**config.mk**
```make
export PLATFORM = sky130hd
export DESIGN_NAME = sprom_link_master
export DESIGN_NICKNAME = d
export VERILOG_FILES = /design/src/rtl/sprom_pkg.sv /design/src/rtl/sprom_tick.sv /design/src/rtl/sprom_shift.sv /design/src/rtl/sprom_link_master.sv
export SDC_FILE = /design/constraint.sdc
export NUM_CORES = 1
export LEC_CHECK = 0
export ABC_AREA = 0
export ABC_CLOCK_PERIOD_IN_PS = 4350
export BUFFER_PORTS_ARGS = -buffer_cell sky130_fd_sc_hd__buf_2
export CORE_ASPECT_RATIO = 0.5
export CORE_MARGIN = 2
export CORE_UTILIZATION = 61
export CTS_BUF_LIST = sky130_fd_sc_hd__clkbuf_4 sky130_fd_sc_hd__clkbuf_8 sky130_fd_sc_hd__clkbuf_16
export DETAILED_ROUTE_END_ITERATION = 10
export PLACE_DENSITY = 0.81
export RECOVER_POWER = 100
export SYNTH_ARGS = -nofsm -noshare
export SYNTH_HDL_FRONTEND = slang
export SYNTH_SLANG_ARGS = --single-unit
```
**constraint.sdc**
```tcl
create_clock -name clk_i -period 4.35 [get_ports clk_i]
set_clock_uncertainty 0.2 [all_clocks]
set_input_delay 0 -clock clk_i [delete_from_list [all_inputs] [get_ports clk_i]]
set_output_delay 0 -clock clk_i [all_outputs]
set_load 0.005 [all_outputs]
```
**src/rtl/sprom_pkg.sv**
```systemverilog
package sprom_pkg;
  typedef enum logic [2:0] {
    PH_IDLE,
    PH_SETUP,
    PH_LOW,
    PH_HIGH,
    PH_TAIL
  } ph_e;
endpackage

```
**src/rtl/sprom_tick.sv**
```systemverilog
// Half-period timer: end_o marks the last system cycle of each serial half-period.
module sprom_tick #(
  parameter int DIV_W = 8
) (
  input  logic             clk_i,
  input  logic             rst_ni,
  input  logic             run_i,
  input  logic [DIV_W-1:0] half_i,
  output logic             end_o
);
  logic [DIV_W-1:0] cnt_q;

  assign end_o = run_i && (cnt_q == half_i - DIV_W'(1));

  always_ff @(posedge clk_i or negedge rst_ni) begin
    if (!rst_ni)                cnt_q <= '0;
    else if (!run_i || end_o)   cnt_q <= '0;
    else                        cnt_q <= cnt_q + DIV_W'(1);
  end
endmodule

```
**src/rtl/sprom_shift.sv**
```systemverilog
// Frame shifter: outgoing address+data bits, bit index, incoming byte.
module sprom_shift #(
  parameter int ADDR_W = 6,
  parameter int DATA_W = 8,
  localparam int FRAME_W = ADDR_W + DATA_W,
  localparam int IDX_W   = $clog2(FRAME_W + 1)
) (
  input  logic              clk_i,
  input  logic              rst_ni,
  input  logic              load_i,
  input  logic [ADDR_W-1:0] addr_i,
  input  logic [DATA_W-1:0] wdata_i,
  input  logic              adv_i,
  input  logic              smp_i,
  input  logic              sdi_i,
  input  logic              commit_i,
  output logic              bit_o,
  output logic [IDX_W-1:0]  idx_o,
  output logic [DATA_W-1:0] rdata_o
);
  logic [FRAME_W-1:0] sh_q;
  logic [DATA_W-1:0]  rx_q;

  assign bit_o = sh_q[FRAME_W-1];

  always_ff @(posedge clk_i or negedge rst_ni) begin
    if (!rst_ni) begin
      sh_q  <= '0;
      idx_o <= '0;
    end else if (load_i) begin
      sh_q  <= {addr_i, wdata_i};
      idx_o <= '0;
    end else if (adv_i) begin
      sh_q  <= {sh_q[FRAME_W-2:0], 1'b0};
      idx_o <= idx_o + IDX_W'(1);
    end
  end

  always_ff @(posedge clk_i or negedge rst_ni) begin
    if (!rst_ni) begin
      rx_q    <= '0;
      rdata_o <= '0;
    end else begin
      if (smp_i)    rx_q    <= {rx_q[DATA_W-2:0], sdi_i};
      if (commit_i) rdata_o <= rx_q;
    end
  end
endmodule

```
**src/rtl/sprom_link_master.sv**
```systemverilog
module sprom_link_master
  import sprom_pkg::*;
#(
  parameter int ADDR_W = 6,
  parameter int DATA_W = 8,
  parameter int DIV_W  = 8
) (
  input  logic              clk_i,
  input  logic              rst_ni,
  input  logic              go_i,
  input  logic              rd_i,
  input  logic [ADDR_W-1:0] addr_i,
  input  logic [DATA_W-1:0] wdata_i,
  input  logic [DIV_W-1:0]  div_i,
  output logic [DATA_W-1:0] rdata_o,
  output logic              busy_o,
  output logic              done_o,
  output logic              sel_no,
  output logic              wen_no,
  output logic              sclk_o,
  output logic              sdo_o,
  output logic              sdo_oe_o,
  input  logic              sdi_i
);
  localparam int FRAME_W = ADDR_W + DATA_W;
  localparam int IDX_W   = $clog2(FRAME_W + 1);

  ph_e              ph_q, ph_d;
  logic             rd_q;
  logic [DIV_W-1:0] half_q;
  logic             done_q;
  logic             tick;
  logic [IDX_W-1:0] idx;
  logic             tx_bit;
  logic             start, adv, smp, commit, data_ph, active;

  assign active  = (ph_q != PH_IDLE);
  assign start   = !active && go_i;
  assign data_ph = int'(idx) >= ADDR_W;
  assign adv     = (ph_q == PH_HIGH) && tick;
  assign smp     = (ph_q == PH_LOW) && tick && rd_q && data_ph;
  assign commit  = (ph_q == PH_TAIL) && tick && rd_q;

  always_comb begin
    ph_d = ph_q;
    unique case (ph_q)
      PH_IDLE:  if (go_i) ph_d = PH_SETUP;
      PH_SETUP: if (tick) ph_d = PH_LOW;
      PH_LOW:   if (tick) ph_d = PH_HIGH;
      PH_HIGH:  if (tick) ph_d = (idx == IDX_W'(FRAME_W - 1)) ? PH_TAIL : PH_LOW;
      PH_TAIL:  if (tick) ph_d = PH_IDLE;
      default:  ph_d = PH_IDLE;
    endcase
  end

  always_ff @(posedge clk_i or negedge rst_ni) begin
    if (!rst_ni) begin
      ph_q   <= PH_IDLE;
      rd_q   <= 1'b0;
      half_q <= DIV_W'(1);
      done_q <= 1'b0;
    end else begin
      ph_q   <= ph_d;
      done_q <= (ph_q == PH_TAIL) && tick;
      if (start) begin
        rd_q   <= rd_i;
        half_q <= (div_i == '0) ? DIV_W'(1) : div_i;
      end
    end
  end

  sprom_tick #(.DIV_W(DIV_W)) u_tick (
    .clk_i  (clk_i),
    .rst_ni (rst_ni),
    .run_i  (active),
    .half_i (half_q),
    .end_o  (tick)
  );

  sprom_shift #(.ADDR_W(ADDR_W), .DATA_W(DATA_W)) u_shift (
    .clk_i    (clk_i),
    .rst_ni   (rst_ni),
    .load_i   (start),
    .addr_i   (addr_i),
    .wdata_i  (wdata_i),
    .adv_i    (adv),
    .smp_i    (smp),
    .sdi_i    (sdi_i),
    .commit_i (commit),
    .bit_o    (tx_bit),
    .idx_o    (idx),
    .rdata_o  (rdata_o)
  );

  // Drive the line only for address bits, and for data bits on a store.
  assign sdo_oe_o = ((ph_q == PH_LOW) || (ph_q == PH_HIGH)) && (!data_ph || !rd_q);
  assign sdo_o    = sdo_oe_o & tx_bit;
  assign sclk_o   = (ph_q != PH_LOW);
  assign sel_no   = !active;
  assign wen_no   = !(active && !rd_q);
  assign busy_o   = active;
  assign done_o   = done_q;
endmodule

```
==> metrics.md <==
| Metric | Value |
|---|---|
| Net count after synthesis | `284` |
| Worst setup EP type | `flop` |
| Critical path class | `flop to flop` |
| DR pass1 iterations | `4` |
| Post-synthesis sequential area ratio | `0.491` |
| Crit path max fanout | `12` |
| Vias/cell | `5.76` |
| Violated checks | `capacitance limit, slew limit` |
| Max VDD drop | `0.328 mV` |
| GRT Total Usage | `0.268` |
| Core Region | `4400 um^2` |
| Fmax | `0.295 GHz` |
| Overflow left after global routing | `0` |
| HPWL after DPL | `4.03 mm` |
| Worst reg2reg setup slack | `0.96 ns` |
| WP buf/inv | `1` |
| Internal Power | `1.16 mW` |
| Met1 usage in global routing | `0.335` |
| Slew HR | `-0.883` |
| Status | `finished with violations` |
| First-pass GRT wire length | `10.5 mm` |
| R2r worst-path depth | `8` |
| Commonest cells post-synth | `dfrtp_1, nand2_1, and3_1, nor2_1, a221o_1` |
| Most Crowded Layer GR | `met2` |
| Share of layout cells above drive strength 1 | `0.170` |
| Die Span Y | `51.9 um` |
| Routed WL | `6.36 mm` |
| Crit-path max cell delay | `0.66 ns` |
| Final core occ | `0.772` |
| Initial Util | `0.637` |
| HP Start | `div_i[5]` |
| Hold endpoint | `half_q[5]` |
| Bufs on Longest Clock Path | `2` |
| Clock latency at the later pin of the worst-skew pair | `0.32 ns` |
| Leak | `1.68 nW` |
| Period utilization | `0.780` |
| Clock power frac | `0.186` |
| Nets | `355` |
| Sw Ratio | `0.382` |
| Wire length per cell | `16.7 um` |
| Critical path cell sequence | `inv_1, ha_1, nor3b_1, a21oi_1, o2111ai_1, a211oi_1, a21oi_1, a221o_1` |
| GR Util met3 | `0.0551` |
| Resize count post-CTS | `0` |
| Reg clk slew, reported paths | `0.10 ns` |
| Hold Path Class | `primary input to flop` |
| Critical path launch point type | `flop` |
| Flops & latches, synth | `55` |
| Cell taking the most area after synthesis | `dfrtp_1` |
| Root Buffer Master | `clkbuf_8` |
| CP top delay family | `compound AO/OA/AOI/OAI gates` |
| Final Hold Fails | `0` |
| Vias in the first global route | `2241` |
| Slew @ Worst Pin | `2.82 ns` |
| Layout Cells excl Fill | `381` |
| Total CTS buffers | `5` |
| Post-synth ARST share | `1.00` |
| Final Wtd Congestion | `0.874` |
| Row Count | `17` |
| Tmin final | `3.39 ns` |
| Avg Cell Area, Syn | `11.1 um^2` |
| Final setup TNS | `0 ns` |
| Finish-stage setup viols | `0` |
| Port-buffer cells | `41` |
| Worst Path Arrival | `3.40 ns` |
| Critical Path RT | `4.36 ns` |
| Placed instance count | `341` |
| Antenna violations before repair | `0` |
| CP max stage cell | `a211oi_1` |
| First DRT Iteration DRCs | `199` |
| Die W | `99.9 um` |
| Grt met2 use | `0.470` |
| Area growth, synth to finish | `21.2%` |
| Pins Over Slew Limit | `56` |
| Warnings from Yosys | `0` |
| R2R Path Start | `half_q[0]` |
| Syn Inst Count | `252` |
| Antenna-violating nets left | `0` |
| DR vias | `2193` |
| Fillers | `294` |
| Mapped Area | `2800 um^2` |
| Combinational power share | `0.354` |
| CTS tree | `built` |
| Pin count of the biggest net entering global routing | `56` |
| Switch Pwr | `0.717 mW` |
| ANT cells | `0` |
| H-tree depth | `2` |
| RSZ-0062 raised after global routing | `no` |
| Most frequent cell after synthesis | `dfrtp_1` |
| Reg-to-Reg End | `u_shift.sh_q[6]` |
| Die area | `5190 um^2` |
| Pwr/cell area | `553 nW/um^2` |
| Residual DRC count | `0` |
| Most Frequent Cell on Critical Path | `a21oi_1` |
| Top Ports | `42` |
| Ranking of synthesized cells by area | `dfrtp_1, a221o_1, mux2_4` |
| Sink Count | `55` |
| Seq pwr share | `0.460` |
| Worst Hold Path Cells | `4` |
| Max-cap violations | `1` |
| Ys flop type | `dfrtp_1` |
| Synth unique cells | `51` |
| Post-synth top area share | `0.482` |
| Number of synthesized flops with an enable pin | `0` |
-- cell usage in the layout, fill, tap and decap left out, types with 2 or more instances in the layout --
cell / Yosys / routed
nand2_1: 31 / 31
nor3_1: 3 / 3
xor2_1: 9 / 9
nand2b_1: 3 / 3
and3_1: 16 / 16
a21oi_1: 6 / 6
dlygate4sd3_1: 0 / 32
dfrtp_1: 54 / 54
and2_1: 4 / 2
a31o_2: 2 / 2
xnor2_1: 4 / 4
inv_1: 7 / 7
and2_0: 0 / 2
a211oi_1: 1 / 2
nor3b_1: 1 / 2
nor2_1: 16 / 16
nand4_1: 4 / 4
clkbuf_1: 7 / 8
clkbuf_8: 1 / 5
nand3_1: 8 / 8
or3_1: 3 / 3
o21ai_0: 7 / 8
or4_1: 2 / 2
buf_2: 0 / 34
mux2i_1: 2 / 2
mux2_1: 8 / 16
mux2_2: 2 / 2
a221o_1: 12 / 12
nor2b_1: 2 / 2
ha_1: 5 / 5
-- area by class of cell --
cell class / instances / area [um^2] / share of cell area
Timing Repair Buffer: 74 / 520 / 0.153
Inverter: 7 / 26.3 / 0.00773
Clock inverter: 3 / 47.5 / 0.0140
Multi-Input combinational cell: 180 / 1290 / 0.378
Sequential cell: 55 / 1380 / 0.405
Clock buffer: 5 / 68.8 / 0.0203
Tap cell: 57 / 71.3 / 0.0210
-- flip-flops by register name, summed over array words and instances, names as in the netlist --
name / flops
ph_q: 3
u_shift.sh_q: 14
rd_q: 1
half_q: 8
done_o: 1
u_shift.idx_o: 4
u_shift.rdata_o: 8
u_shift.rx_q: 8
u_tick.cnt_q: 8
-- power by group through the flow --
stage,clock network (mW),logic (mW),registers (mW)
final,0.349,0.665,0.865
after global routing,0.375,0.736,0.888
after floorplan,0,0.547,0.801
after global placement,0,0.623,0.854
after detailed placement,0,0.661,0.864
after CTS,0.355,0.683,0.858
-- through the flow --
stage,power (mW),setup slack [ns],hold slack [ns],cell area [um^2]
5_1_grt,2.00,0.709,0.234,3400
4_1_cts,1.90,1.17,0.157,3470
2_1_floorplan,1.35,1.52,-0.496,2800
3_5_place_dp,1.52,1.18,-0.0305,3030
6_report,1.88,0.959,0.216,3400
3_3_place_gp,1.48,1.31,-0.0415,3030
-- worst max path at each step --
stage | end | slack, ns | cells past startpoint | start
3_5_place_dp | u_shift.rdata_o[0] | 1.18 | 8 | half_q[0]
4_1_cts | u_shift.rdata_o[5] | 1.17 | 8 | half_q[0]
3_3_place_gp | u_shift.rdata_o[6] | 1.31 | 8 | half_q[0]
5_1_grt | ph_q[0] | 0.71 | 3 | rst_ni
2_1_floorplan | u_shift.rdata_o[0] | 1.52 | 9 | half_q[0]
6_report | u_shift.sh_q[6] | 0.96 | 8 | half_q[0]
-- logic make-up after synthesis --
kind of cell | count (synthesis) | synth area share
and+or+nand+nor | 101 | 0.195
xor gates and xnor gates | 14 | 0.0464
DFF | 55 | 0.491
buffers and inverters | 17 | 0.0303
adders and majority gates | 5 | 0.0223
AOI/OAI and AO/OA | 39 | 0.116
muxes | 21 | 0.0982
-- repair_timing --
action                    4_1_cts  5_1_grt
hold endpoints to repair       79        0
buffers inserted                0        0
hold buffers                   32        0
-- tightest hold or removal path, delay by kind of cell --
kind	cells	cell delay [ns]
and+or+nand+nor	2	0.09
buffers and inverters	2	0.63
-- routing by layer --
layer,share of wire,up-vias
met1,0.43,1072
met4,0.017,0
met5,0,-
met3,0.048,12
li1,-,1050
met2,0.50,59
(Power assumes the default switching activity.)
